==> config.mk <==
export PLATFORM = sky130hd
export DESIGN_NAME = flash_query_overlay
export DESIGN_NICKNAME = d
export VERILOG_FILES = /design/src/rtl/fqo_pkg.sv /design/src/rtl/fqo_cmd_decode.sv /design/src/rtl/fqo_slot_gate.sv /design/src/rtl/fqo_query_rom.sv /design/src/rtl/flash_query_overlay.sv
export SDC_FILE = /design/constraint.sdc
export NUM_CORES = 1
export LEC_CHECK = 0
export ABC_AREA = 1
export BUFFER_PORTS_ARGS = -buffer_cell sky130_fd_sc_hd__buf_4
export CORE_ASPECT_RATIO = 1.5
export CORE_MARGIN = 2
export CORE_UTILIZATION = 39
export DETAILED_ROUTE_END_ITERATION = 6
export GPL_TIMING_DRIVEN = 0
export PLACE_DENSITY = 0.88
export SLEW_MARGIN = 10
export SYNTH_ARGS = -nofsm -noshare
export SYNTH_HDL_FRONTEND = slang
export SYNTH_SLANG_ARGS = --single-unit
==> constraint.sdc <==
create_clock -name clk -period 3.15 [get_ports clk]
set_clock_uncertainty 0.2 [all_clocks]
set_input_delay 0.1575 -clock clk [delete_from_list [all_inputs] [get_ports clk]]
set_output_delay 0.1575 -clock clk [all_outputs]
set_load 0.01 [all_outputs]
==> src/rtl/fqo_pkg.sv <==
package fqo_pkg;

   localparam int unsigned FQO_ADDR_W = 32;
   localparam int unsigned FQO_DATA_W = 16;

   typedef struct packed {
      logic [15:0] loc;
      logic [15:0] data;
   } fqo_cmd_t;

   localparam fqo_cmd_t FQO_ENTER = '{loc: 16'h00AA, data: 16'h0098};
   localparam fqo_cmd_t FQO_LEAVE = '{loc: 16'h0000, data: 16'h00F0};

   localparam logic [15:0] FQO_DEFAULT_ID = 16'h5504;

   function automatic logic [15:0] fqo_entry(input int unsigned idx);
      logic [7:0] lo;
      lo = 8'(idx * 29) ^ 8'hA5;
      return {8'h00, lo};
   endfunction

endpackage

==> src/rtl/fqo_cmd_decode.sv <==
module fqo_cmd_decode
   import fqo_pkg::*;
#(
   parameter int unsigned ADDR_W = 32,
   parameter int unsigned DATA_W = 16
) (
   input  logic              clk,
   input  logic              rst_n,
   input  logic              wr_en,
   input  logic [ADDR_W-1:0] wr_addr,
   input  logic [DATA_W-1:0] wr_data,
   output logic              mode
);
   localparam int unsigned LOC_W = 16;

   initial begin
      a_cfg_width : assert (ADDR_W >= LOC_W && DATA_W >= 16)
         else $error("fqo_cmd_decode: widths too small");
   end

   logic [LOC_W-1:0] loc;
   logic             hit_enter;
   logic             hit_leave;
   logic             mode_q;

   assign loc       = wr_addr[LOC_W-1:0];
   assign hit_enter = wr_en && (loc == FQO_ENTER.loc) && (wr_data == DATA_W'(FQO_ENTER.data));
   assign hit_leave = wr_en && (loc == FQO_LEAVE.loc) && (wr_data == DATA_W'(FQO_LEAVE.data));

   always_ff @(posedge clk) begin
      if (!rst_n)         mode_q <= 1'b0;
      else if (hit_enter) mode_q <= 1'b1;
      else if (hit_leave) mode_q <= 1'b0;
   end

   assign mode = mode_q;

   a_r1_enter : assert property (@(posedge clk) disable iff (!rst_n)
      (wr_en && wr_addr[15:0] == 16'h00AA && wr_data == DATA_W'(16'h0098)) |=> mode);
   a_r2_leave : assert property (@(posedge clk) disable iff (!rst_n)
      (wr_en && wr_addr[15:0] == 16'h0000 && wr_data == DATA_W'(16'h00F0)) |=> !mode);
   a_r3_hold : assert property (@(posedge clk) disable iff (!rst_n)
      (!wr_en || !((wr_addr[15:0] == 16'h00AA && wr_data == DATA_W'(16'h0098)) ||
                   (wr_addr[15:0] == 16'h0000 && wr_data == DATA_W'(16'h00F0))))
      |=> $stable(mode));
   a_r4_reset : assert property (@(posedge clk) !rst_n |=> !mode);

endmodule

==> src/rtl/fqo_slot_gate.sv <==
module fqo_slot_gate
   import fqo_pkg::*;
#(
   parameter int unsigned ADDR_W   = 32,
   parameter int unsigned SLOT_LSB = 26,
   parameter int unsigned SLOT_W   = 3,
   parameter int unsigned COUNT_W  = 7
) (
   input  logic              mode,
   input  logic [ADDR_W-1:0] rd_addr,
   input  logic [15:0]       card_id,
   input  logic              card_id_valid,
   output logic              hit
);
   localparam int unsigned CMP_W = (COUNT_W > SLOT_W) ? COUNT_W : SLOT_W;

   initial begin
      a_cfg_slot : assert (SLOT_LSB + SLOT_W <= ADDR_W && COUNT_W <= 16)
         else $error("fqo_slot_gate: field out of range");
   end

   logic [15:0]        eff_id;
   logic [SLOT_W-1:0]  slot;
   logic [CMP_W-1:0]   slot_x;
   logic [CMP_W-1:0]   count_x;

   assign eff_id  = card_id_valid ? card_id : FQO_DEFAULT_ID;
   assign slot    = rd_addr[SLOT_LSB +: SLOT_W];
   assign slot_x  = CMP_W'(slot);
   assign count_x = CMP_W'(eff_id[COUNT_W-1:0]);
   assign hit     = mode && (slot_x < count_x);

   always_comb begin
      if (!mode) a_r5_idle : assert (!hit);
   end

endmodule

==> src/rtl/fqo_query_rom.sv <==
module fqo_query_rom
   import fqo_pkg::*;
#(
   parameter int unsigned IDX_W       = 15,
   parameter int unsigned TABLE_WORDS = 48
) (
   input  logic [IDX_W-1:0] idx,
   output logic [15:0]      word
);
   initial begin
      a_cfg_depth : assert (TABLE_WORDS >= 1 && TABLE_WORDS <= 1024 && TABLE_WORDS <= (1 << IDX_W))
         else $error("fqo_query_rom: bad depth");
   end

   logic [15:0] tbl [TABLE_WORDS];

   for (genvar i = 0; i < TABLE_WORDS; i++) begin : g_entry
      assign tbl[i] = fqo_entry(i);
   end

   always_comb begin
      word = 16'h0000;
      for (int j = 0; j < TABLE_WORDS; j++) begin
         if (32'(idx) == j) word = tbl[j];
      end
   end

   always_comb begin
      if (32'(idx) >= TABLE_WORDS) a_r6_beyond_zero : assert (word == 16'h0000);
   end

endmodule

==> src/rtl/flash_query_overlay.sv <==
module flash_query_overlay
   import fqo_pkg::*;
#(
   parameter int unsigned        ADDR_W      = 32,
   parameter int unsigned        DATA_W      = 16,
   parameter int unsigned        LEN_W       = 3,
   parameter int unsigned        TABLE_WORDS = 48,
   parameter logic [ADDR_W-1:0]  ROM_MASK    = 32'h1FFF_FFFE,
   parameter bit                 RD_REG      = 1'b0
) (
   input  logic              clk,
   input  logic              rst_n,
   input  logic              wr_en,
   input  logic [ADDR_W-1:0] wr_addr,
   input  logic [DATA_W-1:0] wr_data,
   output logic              wr_ack,
   input  logic [ADDR_W-1:0] rd_addr,
   input  logic [LEN_W-1:0]  rd_len,
   input  logic [15:0]       card_id,
   input  logic              card_id_valid,
   output logic [ADDR_W-1:0] rom_addr,
   input  logic [DATA_W-1:0] rom_rdata,
   output logic [DATA_W-1:0] rd_data,
   output logic [LEN_W-1:0]  rd_len_grant,
   output logic              query_mode
);
   localparam int unsigned IDX_W   = 15;
   localparam int unsigned WORD_LEN = 2;

   initial begin
      a_cfg_top : assert (DATA_W == 16 && LEN_W >= 2 && ADDR_W >= 29)
         else $error("flash_query_overlay: unsupported widths");
   end

   logic              mode;
   logic              hit;
   logic [15:0]       qword;
   logic [DATA_W-1:0] data_c;
   logic [LEN_W-1:0]  len_c;

   fqo_cmd_decode #(.ADDR_W(ADDR_W), .DATA_W(DATA_W)) u_cmd (
      .clk(clk), .rst_n(rst_n), .wr_en(wr_en), .wr_addr(wr_addr),
      .wr_data(wr_data), .mode(mode)
   );

   fqo_slot_gate #(.ADDR_W(ADDR_W)) u_gate (
      .mode(mode), .rd_addr(rd_addr), .card_id(card_id),
      .card_id_valid(card_id_valid), .hit(hit)
   );

   fqo_query_rom #(.IDX_W(IDX_W), .TABLE_WORDS(TABLE_WORDS)) u_rom (
      .idx(rd_addr[IDX_W:1]), .word(qword)
   );

   assign wr_ack     = wr_en;
   assign query_mode = mode;
   assign rom_addr   = rd_addr & ROM_MASK;

   always_comb begin
      if (hit) begin
         data_c = qword;
         len_c  = (rd_len > LEN_W'(WORD_LEN)) ? LEN_W'(WORD_LEN) : rd_len;
      end else begin
         data_c = rom_rdata;
         len_c  = rd_len;
      end
   end

   if (RD_REG) begin : g_reg
      always_ff @(posedge clk) begin
         if (!rst_n) begin
            rd_data      <= '0;
            rd_len_grant <= '0;
         end else begin
            rd_data      <= data_c;
            rd_len_grant <= len_c;
         end
      end
   end else begin : g_comb
      assign rd_data      = data_c;
      assign rd_len_grant = len_c;
   end

   always_comb begin
      a_r8_align : assert (rom_addr[0] == 1'b0);
      if (hit) a_r7_len_cap : assert (len_c <= LEN_W'(WORD_LEN) && len_c <= rd_len);
      else     a_r7_len_pass : assert (len_c == rd_len);
   end

endmodule

==> impl_metrics.csv <==
group,metric,value,unit
run_status,status,"completed",
synth,async_flop_share,0,%
routing,dr_wl_met2,4160,um
routing,routed_wirelength,7630,um
setup_path,critPathTopFamily,"simple AND/OR/NAND/NOR gates",
setup_path,cpMostUsedCell,"nor2_1",
routing,wire_per_inst,15.5,um
grt,grt_max_degree,11,
placement,placedCellCount,491,
clocking,clk_pin_slew_worst_paths,0,ps
setup_path,cp.arrival,2300,ps
floorplanning,die-area,4770,sq um
grt,grt_pass1_vias,2599,
cells_and_area,drive_gt1_share,42.6,%
timing,relSlewSlack,66.6,%
routing,routed-via-count,2670,
setup_path,cp_max_fo,10,
synth,synth_edf_count,0,
timing,finalHoldViolCount,0,
cells_and_area,fill_cells,406,
grt,grtUsageTotal,30.5,%
routing,vias_per_cell,5.44,
setup_path,cp_num_buf_inv,6,
clocking,cts_resized,0,
synth,synth_area,1650,sq um
synth,synthFlopType,"dfxtp_1",
timing,setup_viol_count_final,0,
floorplanning,fp-row-count,28,
floorplanning,design.core.area,3990,sq um
routing,antenna_left,0,
floorplanning,die_h,83.6,um
grt,antenna_found_initial,0,
cells_and_area,synthToLayoutAreaGrowth,62.5,%
pwr,total_leakage_power,1.48,nW
pwr,ir_worst_vdd,0.0854,mV
routing,drtIter0Drc,123,
cells_and_area,fin_nets,569,
clocking,postCtsHoldBufs,0,
setup_path,worstPathCellList,"buf_4 > nor2_1 > nand2_2 > nor2_8 > inv_2 > nor2_2 > inv_2 > buf_6 > nor2_1 > nor2_1 > inv_2 > nor2_1 > nand4_1 > nor3b_1 > o2111ai_1 > a22o_1 > buf_4",
synth,syn_inst,315,
timing,setup_tns,0,ps
cells_and_area,final_cells,491,
setup_path,max_stage_delay,330,ps
job,cap_violations,0,
timing,period_share,84.2,%
min_path,hp-class,"input pin to register",
timing,rsz0062_at_grt,"false",
placement,hpwlAfterDp,6580,um
floorplanning,ios,172,
timing,slew_viol_final,0,
floorplanning,dieWidth,57.1,um
cells_and_area,final_cell_mix,"161 x buf_4, 73 x nor2_1, 45 x inv_1",
timing,worst_pin_slew,499,ps
placement,io_buffers,128,
synth,ys_warn_count,0,
placement,place_congestion,1.02,
routing,top_layer,"met4",
routing,drt_drc_violations_left,0,
clocking,post_cts_buffers,0,
clocking,insertion_delay,0,ps
setup_path,cp_slowest_cell,"nor2_1",
pwr,power.density,96.4,nW/um^2
setup_path,end_kind,"output port",
synth,synth_cell_types,37,
setup_path,worstPathRequired,2790,ps
synth,yosysSeqAreaShare,1.22,%
routing,m1WireLength,2410,um
cells_and_area,insertedDiodeCount,0,
timing,clock.fmax,0.377,GHz
grt,grt_pass1_wl,11800,um
synth,synth.avg_cell_area,5.23,sq um
cells_and_area,final_common_cell,"buf_4",
synth,synth_seq_cells,1,
timing,finalCriticalPeriod,2650,ps
cells_and_area,largest_register_ffs,1,
grt,overflow,0,
setup_path,worstSetupPathType,"input pin to output port",
routing,dr_wl_met3,737,um
routing,first_pass_iters,5,
floorplanning,start_util,41.2,%
setup_path,cp-start-kind,"input pin",
cells by family (layout without fill, tap and decap cells):
group	after synthesis	after routing	synth area share, %
AO/OA/AOI/OAI	42	42	17.3
flip-flops	1	1	1.22
buffers and inverters	92	220	29.6
AND/OR/NAND/NOR	177	177	50.1
adder cells (fa/ha/maj)	2	2	1.52
other	1	4	0.228
synthesized netlist by cell type, types with 2 or more instances:
master     number  area share [%]
nor2_1         73              17
inv_1          45              10
nand2_1        40             9.1
buf_4          33              15
nand4_1        17             6.5
o21ai_0        14             4.3
nand3_1        13             4.0
inv_2           9             2.1
nor4_1          9             3.4
nor3_1          8             2.4
nand2_2         6             2.3
nor3b_1         5             2.3
a21oi_1         4             1.2
o2111ai_1       4             2.1
buf_2           3            0.91
o21ai_2         3             1.6
a2111oi_0       2             1.1
a31oi_1         2            0.76
a41oi_1         2             1.1
buf_6           2             1.4
ha_1            2             1.5
nor2_2          2            0.76
o21a_1          2            0.91
o21ai_1         2            0.61
report_power, final:
part / switching [mW] / internal, mW
sequential: 0.00000000000352 / 0.0129
combinational: 0.102 / 0.143
clock: 0 / 0
worst paths after layout:
path                     from          to  slack (ps)  cells past startpoint
setup / recovery  rd_addr[14]  rd_data[3]         500                     17
hold / removal          rst_n  u_cmd.mode         240                      2
setup reg to reg   u_cmd.mode  u_cmd.mode        2320                      2
hold reg to reg    u_cmd.mode  u_cmd.mode         300                      2
stage by stage:
| step | util [%] | hold slack [ps] | area [sq um] | total power [mW] | setup slack [ps] |
|---|---|---|---|---|---|
| floorplan | - | 111 | 1660 | 0.110 | 1240 |
| global placement | 67.0 | 225 | 2680 | 0.252 | 624 |
| detailed placement | 67.0 | 238 | 2680 | 0.256 | 638 |
| CTS | 67.0 | 238 | 2680 | 0.257 | 630 |
| global route | 67.0 | 242 | 2680 | 0.277 | 361 |
| finish | 67.0 | 236 | 2680 | 0.258 | 497 |
layout make-up:
type                    instances  area (sq um)  share of cell area (%)
flip-flops and latches          1          20.0                   0.748
well taps                      45          56.3                    2.10
plain buffers                  38           285                    10.7
multi-input cells             225          1150                    43.0
repair buffers                128           961                    35.9
inverters                      54           203                    7.58
routing by layer:
layer  GRT usage (%)  vias to the layer above
met1            29.2                     1179
met3            5.27                       31
met4            11.2                        0
met5               0                        -
li1                -                     1272
met2            61.1                      188
Note: power is estimated with default switching activity, not from simulation.
